===== src/rtl/fpb_pkg.sv =====
`timescale 1ns/1ps
// Shared constants and the word selector for the prefetch buffer.
// Assumes a 128-bit flash line made of 16-bit instruction words.
package fpb_pkg;
    localparam int LINE_BITS      = 128;
    localparam int WORD_BITS      = 16;
    localparam int WORDS_PER_LINE = LINE_BITS / WORD_BITS;
    localparam int OFS_BITS       = $clog2(WORDS_PER_LINE);

    // Return the word at offset ofs inside a line.
    function automatic logic [WORD_BITS-1:0] pick_word(
        input logic [LINE_BITS-1:0] line,
        input logic [OFS_BITS-1:0]  ofs
    );
        return line[ofs*WORD_BITS +: WORD_BITS];
    endfunction
endpackage


===== src/rtl/fpb_read_timer.sv =====
`timescale 1ns/1ps
// Flash read sequencer: holds one line read open for wait+1 cycles.
// Assumes flash data is valid while the read is open and is sampled in
// the last cycle (done). A start takes priority over an abort; a start
// while busy restarts the read at the new line.
module fpb_read_timer #(
    parameter int LINE_AW = 13,
    parameter int WAIT_W  = 4
) (
    input  logic               clk,
    input  logic               rst_n,
    input  logic               start,
    input  logic               abort,
    input  logic [LINE_AW-1:0] start_line,
    input  logic [WAIT_W-1:0]  wait_cfg,
    output logic               busy,
    output logic [LINE_AW-1:0] line_q,
    output logic               done
);
    logic [WAIT_W-1:0] cnt_q;
    logic [WAIT_W-1:0] wq_q;
    logic [WAIT_W:0]   el_q;

    // Open, count down and close the read.
    always_ff @(posedge clk) begin
        if (!rst_n) begin
            busy   <= 1'b0;
            cnt_q  <= '0;
            line_q <= '0;
        end else if (start) begin
            busy   <= 1'b1;
            cnt_q  <= wait_cfg;
            line_q <= start_line;
        end else if (abort) begin
            busy   <= 1'b0;
        end else if (busy) begin
            if (cnt_q == '0) busy  <= 1'b0;
            else             cnt_q <= cnt_q - 1'b1;
        end
    end

    assign done = busy && (cnt_q == '0);

    // Checker state: wait value at start and cycles spent open.
    always_ff @(posedge clk) begin
        if (!rst_n) begin
            wq_q <= '0;
            el_q <= '0;
        end else if (start) begin
            wq_q <= wait_cfg;
            el_q <= (WAIT_W+1)'(1);
        end else if (busy) begin
            el_q <= el_q + (WAIT_W+1)'(1);
        end
    end


    read_len_chk: assert property (@(posedge clk) disable iff (!rst_n)
        done |-> (el_q == ({1'b0, wq_q} + (WAIT_W+1)'(1))));
endmodule


===== src/rtl/fpb_line_store.sv =====
`timescale 1ns/1ps
// Line store: ENTRIES tagged 128-bit lines with lookup by line tag.
// Fills go to the first free entry; the controller only fills when one
// is free. On a consumed hit, any entry that is neither the hit line
// nor the line after it is dropped. Data and tag registers are not reset;
// the valid bits guard them.
module fpb_line_store
    import fpb_pkg::*;
#(
    parameter int LINE_AW = 13,
    parameter int ENTRIES = 2,
    localparam int CW     = $clog2(ENTRIES + 1)
) (
    input  logic                 clk,
    input  logic                 rst_n,
    input  logic                 clr,
    input  logic                 wr_en,
    input  logic [LINE_AW-1:0]   wr_tag,
    input  logic [LINE_BITS-1:0] wr_data,
    input  logic [LINE_AW-1:0]   lk_tag,
    input  logic [OFS_BITS-1:0]  lk_ofs,
    input  logic                 use_en,
    output logic                 hit,
    output logic [WORD_BITS-1:0] rd_word,
    output logic [CW-1:0]        n_valid
);
    logic [ENTRIES-1:0]   vld_q;
    logic [LINE_AW-1:0]   tag_q [ENTRIES];
    logic [LINE_BITS-1:0] dat_q [ENTRIES];
    logic [ENTRIES-1:0]   match, keep, dup, wr_sel;
    logic [LINE_AW-1:0]   lk_next;
    logic [LINE_BITS-1:0] hit_line;
    logic                 wr_dup;

    assign lk_next = lk_tag + LINE_AW'(1);

    // Per-entry compares against the lookup and the write tag.
    for (genvar e = 0; e < ENTRIES; e++) begin : g_cmp
        assign match[e] = vld_q[e] && (tag_q[e] == lk_tag);
        assign keep[e]  = (tag_q[e] == lk_tag) || (tag_q[e] == lk_next);
        assign dup[e]   = vld_q[e] && (tag_q[e] == wr_tag);
    end

    assign hit    = |match;
    assign wr_dup = |dup;

    // Select the hit line and the first free entry, and count valid lines.
    always_comb begin
        logic found;
        hit_line = '0;
        wr_sel   = '0;
        n_valid  = '0;
        found    = 1'b0;
        for (int e = 0; e < ENTRIES; e++) begin
            if (match[e]) hit_line = hit_line | dat_q[e];
            if (!vld_q[e] && !found) begin
                wr_sel[e] = 1'b1;
                found     = 1'b1;
            end
            n_valid = n_valid + CW'(vld_q[e]);
        end
    end

    assign rd_word = pick_word(hit_line, lk_ofs);

    // Valid bits: clear, fill, or drop lines left behind.
    always_ff @(posedge clk) begin
        if (!rst_n || clr) begin
            vld_q <= '0;
        end else begin
            for (int e = 0; e < ENTRIES; e++) begin
                if (wr_en && wr_sel[e])
                    vld_q[e] <= 1'b1;
                else if (use_en && hit && vld_q[e] && !keep[e])
                    vld_q[e] <= 1'b0;
            end
        end
    end

    // Tag and data capture on fill.
    always_ff @(posedge clk) begin
        for (int e = 0; e < ENTRIES; e++) begin
            if (wr_en && wr_sel[e]) begin
                tag_q[e] <= wr_tag;
                dat_q[e] <= wr_data;
            end
        end
    end


    fill_room_chk: assert property (@(posedge clk) disable iff (!rst_n)
        wr_en |-> !(&vld_q));

    no_dup_line_chk: assert property (@(posedge clk) disable iff (!rst_n)
        wr_en |-> !wr_dup);
endmodule


===== src/rtl/flash_fetch_prefetch.sv =====
`timescale 1ns/1ps
// Flash instruction prefetch buffer (top).
// Serves 16-bit fetches from 128-bit flash lines. In prefetch mode
// (enable set, wait count nonzero) lines are kept in a two-line store
// and the next sequential line is read ahead. Otherwise each fetch is a
// direct read. Assumes the requester holds if_req/if_addr until if_ack,
// and that fl_data reflects fl_line while fl_rd is high.
module flash_fetch_prefetch
    import fpb_pkg::*;
#(
    parameter int ADDR_W    = 16,
    parameter int WAIT_W    = 4,
    parameter int ENTRIES   = 2,
    parameter int BASE_LINE = 'h100,
    parameter int NUM_LINES = 'h40,
    localparam int LINE_AW  = ADDR_W - OFS_BITS
) (
    input  logic                 clk,
    input  logic                 rst_n,
    input  logic                 pf_enable,
    input  logic [WAIT_W-1:0]    rd_wait,
    input  logic                 pe_busy,
    input  logic                 if_req,
    input  logic [ADDR_W-1:0]    if_addr,
    output logic                 if_ack,
    output logic [WORD_BITS-1:0] if_word,
    output logic                 fl_rd,
    output logic [LINE_AW-1:0]   fl_line,
    input  logic [LINE_BITS-1:0] fl_data
);
    localparam int CW = $clog2(ENTRIES + 1);
    localparam logic [LINE_AW:0] BASE_L = (LINE_AW+1)'(BASE_LINE);
    localparam logic [LINE_AW:0] TOP_L  = (LINE_AW+1)'(BASE_LINE + NUM_LINES - 1);
    localparam logic [CW-1:0]    ENT_L  = CW'(ENTRIES);

    logic [LINE_AW-1:0]   req_line, rd_start_line;
    logic [OFS_BITS-1:0]  req_ofs;
    logic                 in_rng, pf_mode, pe_rise, branch_out, in_flight;
    logic                 pf_hit, pf_miss, kill, dir_start, dir_ack;
    logic                 ahead_ok, pf_start, rd_start, fill, buf_clr;
    logic                 rd_busy, rd_done, buf_hit;
    logic [WORD_BITS-1:0] buf_word;
    logic [CW-1:0]        n_valid;
    logic                 pe_q, pf_live_q;
    logic [LINE_AW:0]     pf_next_q;

    // Fetch decode and mode.
    assign req_line   = if_addr[ADDR_W-1:OFS_BITS];
    assign req_ofs    = if_addr[OFS_BITS-1:0];
    assign in_rng     = ({1'b0, req_line} >= BASE_L) && ({1'b0, req_line} <= TOP_L);
    assign pf_mode    = pf_enable && (rd_wait != '0);
    assign pe_rise    = pe_busy && !pe_q;
    assign branch_out = if_req && !in_rng;
    assign in_flight  = rd_busy && (fl_line == req_line);

    // Prefetch-mode outcomes for the current fetch.
    assign pf_hit  = pf_mode && if_req && in_rng && buf_hit;
    assign pf_miss = pf_mode && if_req && in_rng && !buf_hit && !in_flight;
    assign kill    = pe_rise || branch_out || pf_miss;

    // Read launch: demand (jump or direct) before look-ahead.
    assign dir_start     = !pf_mode && if_req && in_rng && !rd_busy;
    assign ahead_ok      = pf_next_q <= TOP_L;
    assign pf_start      = pf_mode && pf_live_q && !rd_busy && (n_valid < ENT_L)
                           && ahead_ok && !kill;
    assign rd_start      = pf_miss || dir_start || pf_start;
    assign rd_start_line = pf_start ? pf_next_q[LINE_AW-1:0] : req_line;

    // Store fill and clear.
    assign fill    = rd_done && pf_mode && !kill;
    assign buf_clr = kill || !pf_mode;

    // Response to the fetch port.
    assign dir_ack = !pf_mode && rd_done && if_req && in_rng && (fl_line == req_line);
    assign if_ack  = pf_hit || dir_ack;
    assign if_word = pf_hit  ? buf_word :
                     dir_ack ? pick_word(fl_data, req_ofs) : '0;
    assign fl_rd   = rd_busy;

    // Edge detector for the program/erase busy flag.
    always_ff @(posedge clk) begin
        if (!rst_n) pe_q <= 1'b0;
        else        pe_q <= pe_busy;
    end

    // Look-ahead stream: restart on a jump, stop on flush, step on issue.
    always_ff @(posedge clk) begin
        if (!rst_n) begin
            pf_live_q <= 1'b0;
            pf_next_q <= '0;
        end else if (pf_miss) begin
            pf_live_q <= 1'b1;
            pf_next_q <= {1'b0, req_line} + (LINE_AW+1)'(1);
        end else if (pe_rise || branch_out || !pf_mode) begin
            pf_live_q <= 1'b0;
        end else if (pf_start) begin
            pf_next_q <= pf_next_q + (LINE_AW+1)'(1);
        end
    end

    fpb_read_timer #(
        .LINE_AW (LINE_AW),
        .WAIT_W  (WAIT_W)
    ) u_timer (
        .clk        (clk),
        .rst_n      (rst_n),
        .start      (rd_start),
        .abort      (kill),
        .start_line (rd_start_line),
        .wait_cfg   (rd_wait),
        .busy       (rd_busy),
        .line_q     (fl_line),
        .done       (rd_done)
    );

    fpb_line_store #(
        .LINE_AW (LINE_AW),
        .ENTRIES (ENTRIES)
    ) u_store (
        .clk     (clk),
        .rst_n   (rst_n),
        .clr     (buf_clr),
        .wr_en   (fill),
        .wr_tag  (fl_line),
        .wr_data (fl_data),
        .lk_tag  (req_line),
        .lk_ofs  (req_ofs),
        .use_en  (pf_hit),
        .hit     (buf_hit),
        .rd_word (buf_word),
        .n_valid (n_valid)
    );


    out_range_quiet_chk: assert property (@(posedge clk) disable iff (!rst_n)
        branch_out |=> !fl_rd);

    bank_bound_chk: assert property (@(posedge clk) disable iff (!rst_n)
        fl_rd |-> (({1'b0, fl_line} >= BASE_L) && ({1'b0, fl_line} <= TOP_L)));

    erase_flush_chk: assert property (@(posedge clk) disable iff (!rst_n)
        pe_rise |=> (n_valid == '0));

    bypass_empty_chk: assert property (@(posedge clk) disable iff (!rst_n)
        !pf_mode |=> (n_valid == '0));
endmodule


===== config.mk =====
export PLATFORM = sky130hd
export DESIGN_NAME = flash_fetch_prefetch
export DESIGN_NICKNAME = d
export VERILOG_FILES = /design/src/rtl/fpb_pkg.sv /design/src/rtl/fpb_read_timer.sv /design/src/rtl/fpb_line_store.sv /design/src/rtl/flash_fetch_prefetch.sv
export SDC_FILE = /design/constraint.sdc
export NUM_CORES = 1
export LEC_CHECK = 0
export BUFFER_PORTS_ARGS = -buffer_cell sky130_fd_sc_hd__buf_2
export CAP_MARGIN = 0
export CORE_AREA = 2 2 215 217
export CTS_BUF_LIST = sky130_fd_sc_hd__clkbuf_8
export CTS_CLUSTER_DIAMETER = 80
export DETAILED_ROUTE_END_ITERATION = 8
export DIE_AREA = 0 0 217 219
export PLACE_DENSITY_LB_ADDON = 0.12
export SLEW_MARGIN = 20
export SYNTH_ARGS = -nofsm -noshare
export SYNTH_HDL_FRONTEND = slang
export SYNTH_SLANG_ARGS = --single-unit

===== constraint.sdc =====
create_clock -name clk -period 19.81 [get_ports clk]
set_input_delay 0.9905 -clock clk [delete_from_list [all_inputs] [get_ports clk]]
set_output_delay 0.9905 -clock clk [all_outputs]
set_load 0.02 [all_outputs]

---- Yosys cells after proc, flatten, opt, wreduce, memory -nomap -nowiden ----
Memory sizes are Yosys's and may differ from the RTL's.
Index checks and enable logic that the tools add are counted.
storage, ports and cells
  logic and storage cells ................. 132
  bits of input ports ..................... 153
  RAM bits ................................ 282
  register bits ........................... 36
  memories ................................ 2
memories
  name           words  width  rd ports  clocked after Yosys merged registers in  write ports  line                  RTL
  u_store.dat_q  2      128    2         0                                        1            fpb_line_store.sv:29  logic [LINE_BITS-1:0] dat_q [ENTRIES];
  u_store.tag_q  2      13     2         0                                        1            fpb_line_store.sv:28  logic [LINE_AW-1:0] tag_q [ENTRIES];
cells by class
  equal/unequal tests ..................... 8
  reductions and logical operators ........ 68
  muxes and demuxes ....................... 34
  shift-type cells ........................ 2
  bitwise operators ....................... 1
  add/subtract/negate cells ............... 5
  $lt $le $gt $ge ......................... 4
operators with widths
  kind                                                                     count
  128-bit two-way mux                                                      3
  128-bit by 8-bit indexed part select with 16-bit output                  2
  128-bit bitwise OR                                                       1
  128-bit OR reduction                                                     1
  13-bit equality test                                                     5
  14-bit two-way mux                                                       3
  1-bit logical AND                                                        35
  16-bit two-way mux                                                       2
  13-bit two-way mux                                                       2
  1-bit two-way mux                                                        20
  4-bit two-way mux                                                        4
  13-bit by 1-bit adder with 14-bit output (second input constant)         1
  14-bit by 1-bit adder with 14-bit output (second input constant)         1
  14-bit by 9-bit <= comparator with 1-bit output (second input constant)  1
  13-bit by 1-bit adder with 13-bit output (second input constant)         1
  13-bit by 9-bit >= comparator with 1-bit output (second input constant)  1
  13-bit by 9-bit <= comparator with 1-bit output (second input constant)  1
  13-bit OR reduction                                                      1
  1-bit logical NOT                                                        11
  1-bit logical OR                                                         10
  2-bit nonzero test                                                       5
  4-bit logical NOT                                                        1
  2-bit != test (second input constant)                                    2
  4-bit nonzero test                                                       1
  7 further kinds                                                          7

---- Longest topological paths before layout ----
  word-level depth ........................ 14
  gate-level depth with buffers ........... 14

---- Modules after synthesis ----
Synthesis repeated with hierarchy kept, for this count alone.
second synthesis, totals
  cells, all modules ...................... 1009
  area total of the unflattened synthesis .. 14472.6 um^2
modules (own cells, without submodules)
  module                cells each  seq. area each (um^2)  instances  area an instance (um^2)
  fpb_line_store        691         8508.2                 1          11324.6
  flash_fetch_prefetch  242         320.3                  1          2381.0
  fpb_read_timer        76          360.3                  1          767.0

---- Worst setup path before layout ----
No wires, ideal clock.
  path kind ............................... input port to flip-flop
  start ................................... input port if_addr[10]
  end ..................................... memory u_store.dat_q[0][0], enable pin
  arrival ................................. 17016 ps
  stages on the path ...................... 6
  setup time .............................. 1036 ps
  path buffers ............................ 1
  setup slack ............................. 1758 ps
  path through ............................ buf_6 -> or4_4 -> or4b_2 -> o21ai_1 -> nand3_1 -> nor4b_1
between the ends
  cells in the longest elaborated chain, start to end .. 14
RTL lines
  item                                                                                     line                        RTL
  start, declared                                                                          flash_fetch_prefetch.sv:24  input logic [ADDR_W-1:0] if_addr,
  branches (longest 6 deep; another with 13-bit by 9-bit >= comparator with 1-bit output)  n/a
  1-bit logical OR *                                                                       flash_fetch_prefetch.sv:59  assign kill = pe_rise || branch_out || pf_miss;
  1-bit logical NOT *                                                                      flash_fetch_prefetch.sv:70  assign fill = rd_done && pf_mode && !kill;
  1-bit logical AND *                                                                      flash_fetch_prefetch.sv:70
  1-bit logical AND                                                                        fpb_line_store.sv:83        if (wr_en && wr_sel[e]) begin
  1-bit two-way mux                                                                        fpb_line_store.sv:83
  1-bit two-way mux (implied by the code)                                                  fpb_line_store.sv:85        dat_q[e] <= wr_data;
  128-bit OR reduction (no source line)                                                    n/a
  1-bit two-way mux (no source line)                                                       n/a
  end, declared                                                                            fpb_line_store.sv:29
Mark *: on every way between the ends.

---- Final worst setup path ----
  start ................................... input port if_addr[8]
  end ..................................... output port if_word[7]
between the ends
  cells in the longest elaborated chain, start to end .. 7
RTL lines
  item                                                     line                        RTL
  13-bit equality test                                     fpb_line_store.sv:39        assign match[e] = vld_q[e] && (tag_q[e] == lk_tag);
  1-bit logical AND                                        fpb_line_store.sv:39
  128-bit two-way mux                                      fpb_line_store.sv:55        if (match[e]) hit_line = hit_line | dat_q[e];
  128-bit bitwise OR                                       fpb_line_store.sv:55
  128-bit two-way mux                                      fpb_line_store.sv:55
  128-bit by 8-bit indexed part select with 16-bit output  fpb_pkg.sv:15               return line[ofs*WORD_BITS +: WORD_BITS];
  16-bit two-way mux *                                     flash_fetch_prefetch.sv:76  assign if_word = pf_hit ? buf_word :
  end, declared                                            flash_fetch_prefetch.sv:26  output logic [WORD_BITS-1:0] if_word,
Every way passes the cells marked *; elsewhere a longest branch is shown, timed or not.

==> results.toml <==
[run_status]
status = "finished clean"

[sta]
post-route-period-util_pct = 31.99
fmax_mhz = 157.8
setup_viol = 0
layout_setup_ws_ns = 13.47
slew_violations = 0
hold_viol_final = 0
tightest_slew_ns = 1.101
relSlewSlack_pct = 26.58
grt_setup_unrepaired = "no"
hold_slack_ns = 0.4691
setup_tns_ns = 0
skew_ns = 0.05525
final.min_clock_period_ns = 6.337

[drt]
dr.pass1.iters = 5
via_per_inst = 5.323
drt_iter0_drc = 662
drcViolationCount = 0
ant_nets = 0
wirelength_mm = 42.15
wire_per_inst_um = 22.48
vias = 9981

[die]
row_count = 78
die-area_um2 = 47520
die_y_um = 219
start_util_pct = 32.68
fp.dieW_um = 217
io_pins = 184
core-area_um2 = 45090

[clock_network]
clock_latency_ns = 0.66
cts_setup_buffers = 0
ctsHtreeMaxLevel = 2
cts_made_buffers = 58
clkTransAtPathRegs_ns = 0.06
cts_buffer_depth = 3
clock_sinks = 318
cts-resized-gates = 0
hold_buffers = 0
cts_root_buf = "clkbuf_8"
cts_tree = "yes"

[worst_setup_path]
worstPathMaxFanout = 75
crit_arrival_ns = 5.35
critPathMaxStageDelay_ns = 0.77
crit_type = "in2out"
crit_path_frequent_cell = "buf_4"
startpoint_type = "primary input"
path_delay_family = "buffers and inverters"
cp_data_required_time_ns = 18.82
crit_chain = "buf_2, xnor2_1, nand4_1, nor4_4, buf_4, buf_4, o2111ai_2, buf_4, or4_1, o21ai_0, or4_1, buf_2"
crit_buf_inv = 5
worst_setup_path_end_kind = "primary output"
slowest_stage = "buf_4"

[synth]
ys_top_cells_by_area = "edfxtp_1, mux4_2, dfxtp_1"
synth_seq_cells = 318
async_flop_share_pct = 0
synth_largest_area_cell = "edfxtp_1"
synth-edff-count = 282
ys_types = 65
synth_top_area_share_pct = 57.48
synth_area_um2 = 14730
synth_ff_type = "edfxtp_1"
avgSynthCellArea_um2 = 14.02
yosysWarningCount = 0
synth_nets = 1208
seq_area_frac_synth_pct = 62.37
syn_inst = 1051

[place]
hpwlAfterDp_mm = 26.20
port_buffers = 183
dp_slack_ns = 13.46
gp_congestion = 0.8488
placedInstanceArea_um2 = 16210

[power_and_ir_drop]
swShare_pct = 24.00
peakVddDrop_uv = 45.74
p_sw_mw = 0.3306
p_seq_share_pct = 52.9
p_per_area_nw_per_um2 = 79.68
p_leak_nw = 5.838
pwr-share-clk_pct = 41.1
p_int_mw = 1.047
combPwrFrac_pct = 6.0

[layout]
layout-drive-gt1-share_pct = 27.40
final-seq-area_um2 = 9189
nNetsFinal = 1380
final_cell_area_um2 = 17290
fillers = 4356
layout_common_cells = "edfxtp_1, buf_2, clkbuf_8"
post-route-util_pct = 38.34
final_common_cell = "edfxtp_1"
synthToLayoutAreaGrowth_pct = 17.33
multi_input_area_um2 = 5201

[grt]
track_usage_pct = 17.48
grt_pass1_vias = 10130
antenna_found_initial = 4
grt_max_degree = 96
grt_pass1_wl_mm = 62.55
grt_overflow = 0

[min_path]
hp-class = "reg2reg"

[run]
max-cap-violations = 0
[synth_stat cells, types with 11 or more instances]
library cell  instances
nand4_1              22
a211oi_1             55
mux2_2               17
mux2i_1              25
nor2_1               19
buf_1                12
or4_1                32
nand3_1              23
xor2_1               15
edfxtp_1            282
a221oi_1             45
a22oi_1              53
o21ai_0              25
dfxtp_1              36
xnor2_1              52
clkbuf_1             61
a21oi_1              53
mux4_2               34
nand2b_1             18
buf_2                11
nand2_1              35
and3_1               12
[power by group through the flow]
stage                     combinational, mW  clock [mW]  sequential (mW)
after detailed placement             0.0828           0            0.742
after CTS                            0.0831       0.589            0.728
final                                0.0825       0.566            0.728
after floorplan                      0.0463           0            0.743
after global routing                 0.0896       0.615            0.728
after global placement               0.0826           0            0.742
[routing by layer]
layer / vias up / GRT usage (%) / wire length, µm
li1: 4638 / - / -
met1: 5032 / 23.83 / 19360
met5: - / 0 / 20
met2: 240 / 28.02 / 19770
met3: 67 / 3.188 / 1988
met4: 4 / 6.073 / 1015
[worst paths after layout]
kind	start	endpoint	slack [ns]	depth (start not counted)
setup / recovery	if_addr[8]	if_word[7]	13.47	12
hold / removal	pf_next_q[13]$_SDFFE_PN0P_	pf_next_q[13]$_SDFFE_PN0P_	0.47	1
setup reg to reg	u_store.tag_q[0][4]$_DFFE_PP_	u_store.dat_q[0][9]$_DFFE_PP_	14.31	10
hold reg to reg	pf_next_q[13]$_SDFFE_PN0P_	pf_next_q[13]$_SDFFE_PN0P_	0.47	1
[cell type report]
cell class                      instances  share of cell area, %
Clock buffer                           60                  4.777
Sequential cell                       318                  53.16
Tap cell                              600                  4.343
Clock inverter                         47                  1.252
Inverter                                9                 0.1954
Multi-Input combinational cell        637                  30.09
Antenna cell                            5                0.07238
Timing Repair Buffer                  199                  6.116
[stage by stage]
step                      total power, mW  cells
final                               1.377   1875
after global routing                1.432   1871
after global placement             0.8249   1762
after floorplan                    0.7889   1051
after detailed placement           0.8251   1762
after CTS                           1.400   1869
[worst register-to-register path, cell delays in order, from the launching register on]
cell,delay [ns]
edfxtp_1,0.42
xnor2_1,0.41
nand4_1,0.26
nor4_4,0.25
buf_4,0.49
buf_4,0.84
a2111oi_4,0.13
buf_4,0.25
nor4b_2,0.28
buf_4,0.75
buf_4,0.94
[sequential cells by signal, summed over array words and instances (netlist names)]
register        cells
pe_q                1
pf_live_q           1
pf_next_q          14
u_store.dat_q     256
u_store.tag_q      26
u_store.vld_q       2
u_timer.busy        1
u_timer.cnt_q       4
u_timer.line_q     13
[cell families (layout without fill, tap and decap cells)]
logic type | after synthesis | count (layout) | share of synthesized area [%]
DFF | 318 | 318 | 62.37
AOI/OAI and AO/OA | 272 | 272 | 13.38
and+or+nand+nor | 216 | 216 | 8.849
buffers and inverters | 96 | 315 | 2.692
muxes | 77 | 77 | 8.272
xor gates and xnor gates | 68 | 68 | 4.093
adders and majority gates | 4 | 4 | 0.3397
other | 0 | 5 | 0
Power figures use the tool's default switching activity.
